[config.mk]
export PLATFORM = sky130hd
export DESIGN_NAME = lnk_irq_fwd
export DESIGN_NICKNAME = d
export VERILOG_FILES = /design/src/rtl/lnk_irq_fwd_pkg.sv /design/src/rtl/lnk_irq_prienc.sv /design/src/rtl/lnk_irq_status.sv /design/src/rtl/lnk_irq_pending.sv /design/src/rtl/lnk_irq_fwd.sv
export SDC_FILE = /design/constraint.sdc
export NUM_CORES = 1
export LEC_CHECK = 0
export BUFFER_PORTS_ARGS = -buffer_cell sky130_fd_sc_hd__buf_2
export CAP_MARGIN = 0
export CORE_ASPECT_RATIO = 1.4
export CORE_MARGIN = 1
export CORE_UTILIZATION = 40
export CTS_BUF_LIST = sky130_fd_sc_hd__clkbuf_8
export CTS_CLUSTER_SIZE = 24
export DETAILED_ROUTE_END_ITERATION = 7
export HOLD_SLACK_MARGIN = 0.02
export PLACE_DENSITY = 0.71
export SETUP_SLACK_MARGIN = 0.2
export SLEW_MARGIN = 20
export SYNTH_ARGS = -nofsm -noshare
export SYNTH_HDL_FRONTEND = slang
export SYNTH_HIERARCHICAL = 1
export SYNTH_SLANG_ARGS = --single-unit
[constraint.sdc]
create_clock -name clk -period 2 [get_ports clk]
set_input_delay 0.2 -clock clk [delete_from_list [all_inputs] [get_ports clk]]
set_output_delay 0.2 -clock clk [all_outputs]
set_load 0.01 [all_outputs]
[src/rtl/lnk_irq_fwd_pkg.sv]
package lnk_irq_fwd_pkg;

   // register / destination select encoding shared by write port and receive path
   typedef enum logic {
      SEL_STATUS  = 1'b0,
      SEL_PENDING = 1'b1
   } irq_sel_e;

endpackage

[src/rtl/lnk_irq_prienc.sv]
// Lowest-index-first priority encoder over the status vector.
module lnk_irq_prienc #(
   parameter int NSRC = 32,
   localparam int IDXW = (NSRC > 1) ? $clog2(NSRC) : 1
) (
   input  logic            clk,
   input  logic            rst_n,
   input  logic [NSRC-1:0] vec,
   output logic            any,
   output logic [IDXW-1:0] idx
);

   always_comb begin
      any = 1'b0;
      idx = '0;
      for (int i = NSRC - 1; i >= 0; i--) begin
         if (vec[i]) begin
            any = 1'b1;
            idx = IDXW'(i);
         end
      end
   end


   prio_hit_chk: assert property (@(posedge clk) disable iff (!rst_n)
      any |-> vec[idx]);


   prio_lowest_chk: assert property (@(posedge clk) disable iff (!rst_n)
      any |-> ((vec & ~({NSRC{1'b1}} << idx)) == '0));


   prio_none_chk: assert property (@(posedge clk) disable iff (!rst_n)
      (vec == '0) |-> (!any && idx == '0));

endmodule

[src/rtl/lnk_irq_status.sv]
// Status register (set / write-one-to-clear) and local interrupt pulse.
module lnk_irq_status #(
   parameter int NSRC = 32
) (
   input  logic            clk,
   input  logic            rst_n,
   input  logic            local_mode,
   input  logic [NSRC-1:0] set_mask,
   input  logic            clr_wr,
   input  logic [NSRC-1:0] clr_mask,
   output logic [NSRC-1:0] status_q,
   output logic            irq_o
);

   logic [NSRC-1:0] status_d;
   logic            fire;

   always_comb begin
      status_d = (status_q & ~clr_mask) | set_mask;
      fire     = local_mode && (status_d != '0) &&
                 ((status_q == '0) || clr_wr);
   end

   always_ff @(posedge clk) begin
      if (!rst_n) begin
         status_q <= '0;
         irq_o    <= 1'b0;
      end else begin
         status_q <= status_d;
         irq_o    <= fire;
      end
   end


   w1c_clear_chk: assert property (@(posedge clk) disable iff (!rst_n)
      clr_wr |=> ((status_q & $past(clr_mask & ~set_mask)) == '0));


   set_wins_chk: assert property (@(posedge clk) disable iff (!rst_n)
      (set_mask != '0) |=> ((status_q & $past(set_mask)) == $past(set_mask)));


   irq_nonzero_chk: assert property (@(posedge clk) disable iff (!rst_n)
      irq_o |-> (status_q != '0));


   irq_single_chk: assert property (@(posedge clk) disable iff (!rst_n)
      (irq_o && !clr_wr) |=> !irq_o);


   irq_mode_chk: assert property (@(posedge clk) disable iff (!rst_n)
      !local_mode |=> !irq_o);

endmodule

[src/rtl/lnk_irq_pending.sv]
// Pending register (write-one-to-set) with packet request/acknowledge.
module lnk_irq_pending #(
   parameter int NSRC = 32
) (
   input  logic            clk,
   input  logic            rst_n,
   input  logic [NSRC-1:0] set_mask,
   input  logic            pkt_ack,
   output logic            pkt_req,
   output logic [NSRC-1:0] pend_q
);

   logic [NSRC-1:0] retire;
   logic [NSRC-1:0] pend_d;

   always_comb begin
      pkt_req = (pend_q != '0);
      retire  = (pkt_ack && pkt_req) ? pend_q : '0;
      pend_d  = (pend_q & ~retire) | set_mask;
   end

   always_ff @(posedge clk) begin
      if (!rst_n) pend_q <= '0;
      else        pend_q <= pend_d;
   end


   req_hold_chk: assert property (@(posedge clk) disable iff (!rst_n)
      (pkt_req && !pkt_ack) |=> pkt_req);


   ack_retire_chk: assert property (@(posedge clk) disable iff (!rst_n)
      (pkt_req && pkt_ack) |=> ((pend_q & ~$past(set_mask)) == '0));


   pend_set_chk: assert property (@(posedge clk) disable iff (!rst_n)
      (set_mask != '0) |=> ((pend_q & $past(set_mask)) == $past(set_mask)));

endmodule

[src/rtl/lnk_irq_fwd.sv]
module lnk_irq_fwd
   import lnk_irq_fwd_pkg::*;
#(
   parameter int NSRC = 32,
   localparam int IDXW = (NSRC > 1) ? $clog2(NSRC) : 1
) (
   input  logic            clk,
   input  logic            rst_n,
   input  logic            local_mode,
   input  logic [NSRC-1:0] src_irq,
   input  logic            wr_en,
   input  logic            wr_sel,
   input  logic [NSRC-1:0] wr_data,
   input  logic            rx_vld,
   input  logic            rx_dest,
   input  logic [NSRC-1:0] rx_bits,
   input  logic            pkt_ack,
   output logic            pkt_req,
   output logic [NSRC-1:0] pkt_bits,
   output logic [NSRC-1:0] status_o,
   output logic [NSRC-1:0] pend_o,
   output logic            irq_o,
   output logic            prio_any,
   output logic [IDXW-1:0] prio_idx
);

   generate
      if (NSRC < 2 || NSRC > 1024) begin : g_bad_nsrc
         $error("lnk_irq_fwd: NSRC must lie in 2..1024");
      end
   endgenerate

   logic            stat_wr;
   logic [NSRC-1:0] stat_set;
   logic [NSRC-1:0] stat_clr;
   logic [NSRC-1:0] pend_set;
   logic            rx_to_stat;
   logic            rx_to_pend;

   always_comb begin
      stat_wr    = wr_en && (wr_sel == SEL_STATUS);
      rx_to_stat = rx_vld && (rx_dest == SEL_STATUS);
      rx_to_pend = rx_vld && (rx_dest == SEL_PENDING);
      stat_clr   = stat_wr ? wr_data : '0;
      stat_set   = (local_mode ? src_irq : '0) |
                   (rx_to_stat ? rx_bits : '0);
      pend_set   = (local_mode ? '0 : src_irq) |
                   (rx_to_pend ? rx_bits : '0) |
                   ((wr_en && wr_sel == SEL_PENDING) ? wr_data : '0);
   end

   lnk_irq_status #(.NSRC(NSRC)) u_status (
      .clk        (clk),
      .rst_n      (rst_n),
      .local_mode (local_mode),
      .set_mask   (stat_set),
      .clr_wr     (stat_wr),
      .clr_mask   (stat_clr),
      .status_q   (status_o),
      .irq_o      (irq_o)
   );

   lnk_irq_pending #(.NSRC(NSRC)) u_pending (
      .clk      (clk),
      .rst_n    (rst_n),
      .set_mask (pend_set),
      .pkt_ack  (pkt_ack),
      .pkt_req  (pkt_req),
      .pend_q   (pend_o)
   );

   lnk_irq_prienc #(.NSRC(NSRC)) u_prio (
      .clk   (clk),
      .rst_n (rst_n),
      .vec   (status_o),
      .any   (prio_any),
      .idx   (prio_idx)
   );

   assign pkt_bits = pend_o;


   fwd_no_status_chk: assert property (@(posedge clk) disable iff (!rst_n)
      (!local_mode && !rx_to_stat) |=> ($past(status_o) & ~status_o) == $past(status_o & stat_clr) && (status_o & ~$past(status_o)) == '0);


   rx_pend_chk: assert property (@(posedge clk) disable iff (!rst_n)
      rx_to_pend |=> ((pend_o & $past(rx_bits)) == $past(rx_bits)));

endmodule

==> results of run 1 <==
-- timing repair --
action	CTS	global route
buffers inserted	3	3
cloned	0	0
setup endpoints to repair	7	7
pin swaps	14	8
gates resized for setup	34	18
-- final cells by class --
type	count	share of cell area, %
inverters	67	4.38
multi-input cells	355	43.7
repair buffers	231	22.2
well taps	138	3.01
flip-flops and latches	65	23.2
clock buffers	12	2.88
clock inverters	4	0.741
-- cells by family (layout without fill, tap and decap cells) --
group	after synthesis	count (layout)	synth area share (%)
compound gates	184	184	29.6
flops	65	65	29.9
simple gates	171	171	24.1
buf+inv	134	314	16.3
-- flip-flops by register name, summed over array words and instances (netlist names) --
name,cells
u_pending/pend_q,32
u_status/irq_o,1
u_status/status_q,32
-- power groups by stage --
stage | logic, mW | registers (mW) | clock network, mW
floorplan | 0.629 | 1.60 | 0
global placement | 1.08 | 1.58 | 0
detailed placement | 1.09 | 1.58 | 0
CTS | 1.13 | 1.57 | 1.17
global route | 1.28 | 1.60 | 1.23
finish | 1.19 | 1.58 | 1.16
-- cells in the final DEF (no fill, tap or decap), types with 2 or more instances in the layout --
master    instances
a21oi_1          34
a221o_1          32
a22o_1           32
a31oi_1          33
and2_1           34
buf_12            4
buf_2           206
buf_4            20
clkbuf_8         12
dfxtp_1          49
dfxtp_2          12
dfxtp_4           4
inv_1            69
nand2_1           3
nand3_1           3
nand4_1          10
nor2_1           12
nor2_2            2
nor2b_1          64
nor3_1            6
nor4_1           12
nor4_2            7
nor4_4            4
o21a_1            4
o21ai_0          35
o31ai_1           2
or4_4             2
-- stage by stage --
step	cells	hold slack [ns]
after floorplan	554	0.300
after global placement	850	0.552
after detailed placement	850	0.569
after CTS	869	0.229
after global routing	872	0.243
final	872	0.248
-- final timing paths --
check	cells past startpoint	from	endpoint
max	6	u_status/status_q[31]$_SDFF_PN0_	prio_idx[0]
min	4	rx_bits[26]	u_status/status_q[26]$_SDFF_PN0_
max reg2reg	6	u_pending/pend_q[26]$_SDFF_PN0_	u_pending/pend_q[0]$_SDFF_PN0_
min reg2reg	2	u_pending/pend_q[27]$_SDFF_PN0_	u_pending/pend_q[27]$_SDFF_PN0_
-- metal layers --
metal	global-route usage [%]	wire length (um)	vias up
li1	-	-	2310
met3	4.44	901	45
met5	0	0	-
met1	33.3	6540	2347
met2	48.0	8230	255
met4	13.6	569	0
-- tightest hold or removal path, cell delays in order --
cell	delay, ns
buf_2	0.09
a22o_1	0.12
a21oi_1	0.05
nor2b_1	0.09
==> results.md, run 1 <==
* Die Span Y at between 100 and 150 um
* CP max stage delay at about 0.38 ns
* Area of the die at between 10,000 and 15,000 um^2
* Crit Path Max Fanout at 6
* PnR worst setup slack at -0.0802 ns
* Fmax at 481 MHz
* Synth cell types at 38
* Final Util at ~55%
* Final RePlAce weighted congestion at about 0.96
* Cts bufs inserted at 9
* Net Count, Synth at around 660
* Max clock buf depth at 2
* Pre-CTS setup slack at between 0.05 and 0.06 ns
* Failing checks: setup timing
* Max-Cap Viols at 0
* CP bufs+invs at 1
* Register-to-register setup slack at 0.29 ns
* Synthesized area per cell at 7.85 um^2
* Placed inst area at around 5300 um^2
* Design Power at around 3.9 mW
* Critical-path cell list: nor3b_2, nor3_1, o31ai_1, o2111ai_1, a221oi_2, buf_2
* Pwr per Cell Area at ~680 nW/um^2
* Sequential Power Share at around two fifths
* Fraction of layout cells with a size suffix above 1 at 39.5%
* Area contributors post-synth: dfxtp_1 30%, nor2b_1 9.3%, a221o_1 7.4%, a22o_1 6.4%, buf_4 6.2%
* Most frequent cells after synthesis: 67 x inv_1, 65 x dfxtp_1, 65 x nor2b_1, 36 x a21oi_1, 36 x buf_4
* Dpl hpwl at 12,300 um
* Crit share post-route at 104%
* Initial antenna violation count at 0
* Slew Limit Fails at 0
* Comb power frac at a little under a third
* Slowest CP cell: dfxtp_4
* Pleak at ~2.7 nW
* Clock share of power at just under 30%
* Share of the synthesized area in the top cell type at 29.9%
* Cell family with most CP delay: compound AO/OA/AOI/OAI gates
* Worst Setup Path Type: reg2out
* Ports at roughly 210
* Post-layout min period at between 2 and 2.5 ns
* Register area share after synthesis at between 20% and 30%
* Via/cell ratio at ~5.7
* Synth area leader: dfxtp_1
* Wire per inst at 18.6 um
* Fill cell count at around 1,100
* Starting density of the core at roughly two fifths
* All-layer global routing usage at roughly 28%
* # nets final at between 800 and 900
* CP required at between 1.5 and 2 ns
* Gr ovfl total at 0
* Core footprint at roughly 10,000 um^2
* Count leader, synth: inv_1
* Tightest Pin Transition at slightly below 0.8 ns
* Hold-fix buffers at CTS at 0
* # setup viols final at 2
* EDFF count, synth at 0
* Yosys reg bits at between 60 and 70
* Skew final at slightly below 0.009 ns
* Clk Latency, worst-skew pair at ~0.34 ns
* Pin count of the biggest net entering global routing at 38
* CP endpoint kind: primary output
* CTS Root Cell: clkbuf_8
* Synthesis-to-finish area growth at 32.1%
* RSZ-0062 raised after global routing: yes
* Htree depth at 3
* Setup TNS at -0.139 ns
* Worst Setup Start Kind: flop
* Mapped cell area at roughly 4300 um^2
* Global-route wire length before repair at about 25,000 um
* Finished Cell Area at roughly 5700 um^2
* Sink Count at 65
* Main synth FF type: dfxtp_1
* Final Hold Fails at 0
* Seq. cell area at 1330 um^2
* Final wirelength at approximately 16,000 um
* Net Sw Power at about 1.3 mW
* Outcome: complete, but fails checks
* Yosys warnings at 6
* Sw frac at 33.2%
* Vias in the first global route at 4,655
* # diodes at 0
* Via Count at 4,957
* Drc violations at 0
* Die width at 90.1 um
* Syn Inst Count at about 550
* VDD IR-drop max at roughly 300 uV
* Relative slew slack at 48.5%
* CTS tree: done
* Final ANT Viol Nets at 0
* Row count at 44
* Hold Path Class: in2reg
* Multi-input logic area at between 2000 and 3000 um^2
* DRT iter0 DRCs at 392
* Async S/R FF share, synth at 0%
* Clock-pin slew on the worst setup and hold paths at roughly 0.07 ns
* I/O Buffers at a little over 200
* WP data arrival at ~1.9 ns
* DR pass1 iterations at 4
* Pint at around 2.6 mW
No activity file was read; power rests on OpenSTA's default activity.
==> run 2, diff against run 1 <==
--- a/config.mk
+++ b/config.mk
@@ -9,14 +9,14 @@
 export CAP_MARGIN = 0
 export CORE_ASPECT_RATIO = 1.4
 export CORE_MARGIN = 1
-export CORE_UTILIZATION = 40
+export CORE_UTILIZATION = 48
 export CTS_BUF_LIST = sky130_fd_sc_hd__clkbuf_8
 export CTS_CLUSTER_SIZE = 24
 export DETAILED_ROUTE_END_ITERATION = 7
 export HOLD_SLACK_MARGIN = 0.02
-export PLACE_DENSITY = 0.71
+export PLACE_DENSITY = 0.83
 export SETUP_SLACK_MARGIN = 0.2
-export SLEW_MARGIN = 20
+export SLEW_MARGIN = 15
 export SYNTH_ARGS = -nofsm -noshare
 export SYNTH_HDL_FRONTEND = slang
 export SYNTH_HIERARCHICAL = 1
==> run 2 against run 1 <==
The flow still finishes with violations (setup timing). Setup slack got worse by 0.13 ns. Register-to-register slack got worse by 0.07 ns. Routed wire length decreased by 0.83%. Utilization increased by 10 points. Critical path depth unchanged. Design area decreased by 1.4%. Combinational power about the same.
==> results.md, run 2 (synthesis results as in run 1) <==
* Commonest non-fill, non-tap cell in the layout: buf_2
* Pleak at 2.67 nW (-0.42%)
* CTS Root Cell: clkbuf_8
* I/O Buffers at 207 (unchanged)
* Layout Cells excl Fill at 838 (-3.9%)
* Final ANT Viol Nets at 0 (unchanged)
* Die Span Y at 115 um (-8.6%)
* Hold Path Class: in2reg
* VDD IR-drop max at 454 uV (+52%)
* Register-to-register setup slack at 0.22 ns (-0.07 ns)
* Via/cell ratio at 6.14 (+8.0%)
* DRT iter0 DRCs at 466 (+19%)
* Relative slew slack at 47.8% (-0.68 points)
* Htree depth at 3 (unchanged)
* Final RePlAce weighted congestion at 0.993 (+3.0%)
* # diodes at 0 (unchanged)
* DR pass1 iterations at 6 (+2)
* Placed Cells at 815 (-4.1%)
* Hold-fix buffers at CTS at 0 (unchanged)
* Global-route wire length before repair at 23,700 um (-4.0%)
* Fmax at 452 MHz (-5.9%)
* Slew Limit Fails at 0 (unchanged)
* Clock share of power at 28.4% (-1.1 points)
* Ports at 208 (unchanged)
* Outcome: complete, but fails checks
* Row count at 40 (-9.1%)
* Vias in the first global route at 4,703 (+1.0%)
* Tightest Pin Transition at 0.782 ns (+0.0137 ns)
* Wire per inst at 19.2 um (+3.2%)
* Capturing point of the worst reg2reg path: u_pending/pend_q[23]$_SDFF_PN0_
* Cts bufs inserted at 9 (unchanged)
* Final Hold Fails at 0 (unchanged)
* Clk Latency, worst-skew pair at 0.35 ns (about the same)
* Core footprint at 8710 um^2 (-17%)
* Sequential Power Share at 41.0% (+0.8 points)
* Min-Delay Path Depth at 4 (unchanged)
* All-layer global routing usage at 33.6% (+5.8 points)
* Dpl hpwl at 11,600 um (-5.6%)
* Initial antenna violation count at 0 (unchanged)
* Gr ovfl total at 0 (unchanged)
* Net Sw Power at 1.32 mW (+1.1%)
* CP endpoint kind: primary output
* Pwr per Cell Area at 681 nW/um^2 (-0.48%)
* Worst Setup Path Type: reg2out
* Sink Count at 65 (unchanged)
* # nets final at 832 (-0.12%)
* Setup TNS at -0.410 ns (-0.272 ns)
* FF-to-FF path depth at 6 (unchanged)
* Max clock buf depth at 2 (unchanged)
* Clock-pin slew on the worst setup and hold paths at 0.07 ns (about the same)
* WHS Endpoint: u_status/status_q[17]$_SDFF_PN0_
* Max-Cap Viols at 0 (unchanged)
* Design Power at 3.86 mW (-1.9%)
* Area of the die at 9450 um^2 (-16%)
* RR Startpoint: u_pending/pend_q[19]$_SDFF_PN0_
* CTS tree: done
* Drc violations at 0 (unchanged)
* Failing checks: setup timing
* PnR worst setup slack at -0.211 ns (-0.131 ns)
* Worst Hold Launch: rx_bits[17]
* RSZ-0062 raised after global routing: yes
* CP required at 1.80 ns (about the same)
* Die width at 82.5 um (-8.5%)
* Fraction of layout cells with a size suffix above 1 at 38.6% (-0.90 points)
* Post-layout min period at 2.21 ns (+0.131 ns)
* Synthesis-to-finish area growth at 30.2%
* Sw frac at 34.2% (+1.0 points)
* Worst Setup Start Kind: flop
* Most frequent cells in the layout: 206 x buf_2, 70 x inv_1, 64 x nor2b_1, 52 x dfxtp_1
* # setup viols final at 3 (+1)
* Skew final at 0.00445 ns (-0.00439 ns)
* Final wirelength at 16,100 um (-0.83%)
* Crit Path Max Fanout at 5 (-1)
* Crit share post-route at 111% (+6.6 points)
* Pin count of the biggest net entering global routing at 52 (+37%)
* Top flop regs: u_pending/pend_q (32), u_status/status_q (32), u_status/irq_o (1)
* Comb power frac at 30.6% (+0.3 points)
* Starting density of the core at 49.9% (+8.4 points)
* WP data arrival at 2.01 ns (+0.13 ns)
* Via Count at 5,145 (+3.8%)
* Pint at 2.54 mW (-3.4%)
## run 2: cell types whose count changed in the layout (fill, tap and decap cells not counted), sizes merged
cell and change:
buf -1, clkbuf -2, clkinv +1, inv +1
## run 2: how the worst max path moves through the flow
stage          slack, ns  cells after the start                         to                             start
2_1_floorplan       0.40                      8  u_status/irq_o$_SDFF_PN0_                        local_mode
3_3_place_gp        0.08                      8  u_status/irq_o$_SDFF_PN0_                            rx_vld
3_5_place_dp        0.04                      8  u_status/irq_o$_SDFF_PN0_                            rx_vld
4_1_cts            -0.10                      6                prio_idx[0]  u_status/status_q[31]$_SDFF_PN0_
5_1_grt            -0.20                      6                prio_idx[0]  u_status/status_q[28]$_SDFF_PN0_
6_report           -0.21                      6                prio_idx[0]  u_status/status_q[21]$_SDFF_PN0_
## run 2: timing repair
action | in CTS | in global routing
setup buffers | 5 | 2
pin swaps | 6 | 13
setup endpoints to repair | 25 | 23
gates resized for setup | 27 | 22
## run 2: critical path: stages (launching register included)
cell,delay (ns)
dfxtp_1,0.35
buf_4,0.17
a2111oi_0,0.51
o31ai_1,0.19
o2111ai_1,0.16
a221oi_2,0.11
buf_2,0.17
## run 2: final cells by class
| class | instances | area, um^2 |
|---|---|---|
| fillers | 770 | 3040 |
| multi-input cells | 355 | 2510 |
| flip-flops and latches | 65 | 1330 |
| repair buffers | 230 | 1260 |
| inverters | 67 | 251 |
| clock buffers | 10 | 138 |
| well taps | 105 | 131 |
| clock inverters | 6 | 51.3 |
## run 2: power groups by stage
| stage | clock network, mW | logic (mW) | registers (mW) |
|---|---|---|---|
| after floorplan | 0 | 0.629 | 1.60 |
| after global placement | 0 | 1.05 | 1.57 |
| after detailed placement | 0 | 1.07 | 1.58 |
| after CTS | 1.10 | 1.12 | 1.56 |
| after global routing | 1.16 | 1.26 | 1.60 |
| final | 1.10 | 1.18 | 1.58 |
## run 2: layer usage
metal  track usage, %  wire, um  part of all wire, %  up-vias
li1                 -         -                    -     2311
met1             40.2      5920                   37     2398
met2             54.2      7890                   49      355
met3             6.77      1480                  9.2       81
met4             19.8       829                  5.1        0
met5                0         0                    0        -
## run 2: through the flow
step	area (um^2)	worst slack [ns]	utilization (%)	hold WS [ns]
final	5660	-0.211	65.0	0.238
after global routing	5660	-0.202	65.0	0.251
after CTS	5560	-0.103	63.9	0.221
after detailed placement	5220	0.0351	59.9	0.574
after global placement	5220	0.0849	59.9	0.564
after floorplan	4350	0.395	-	0.300
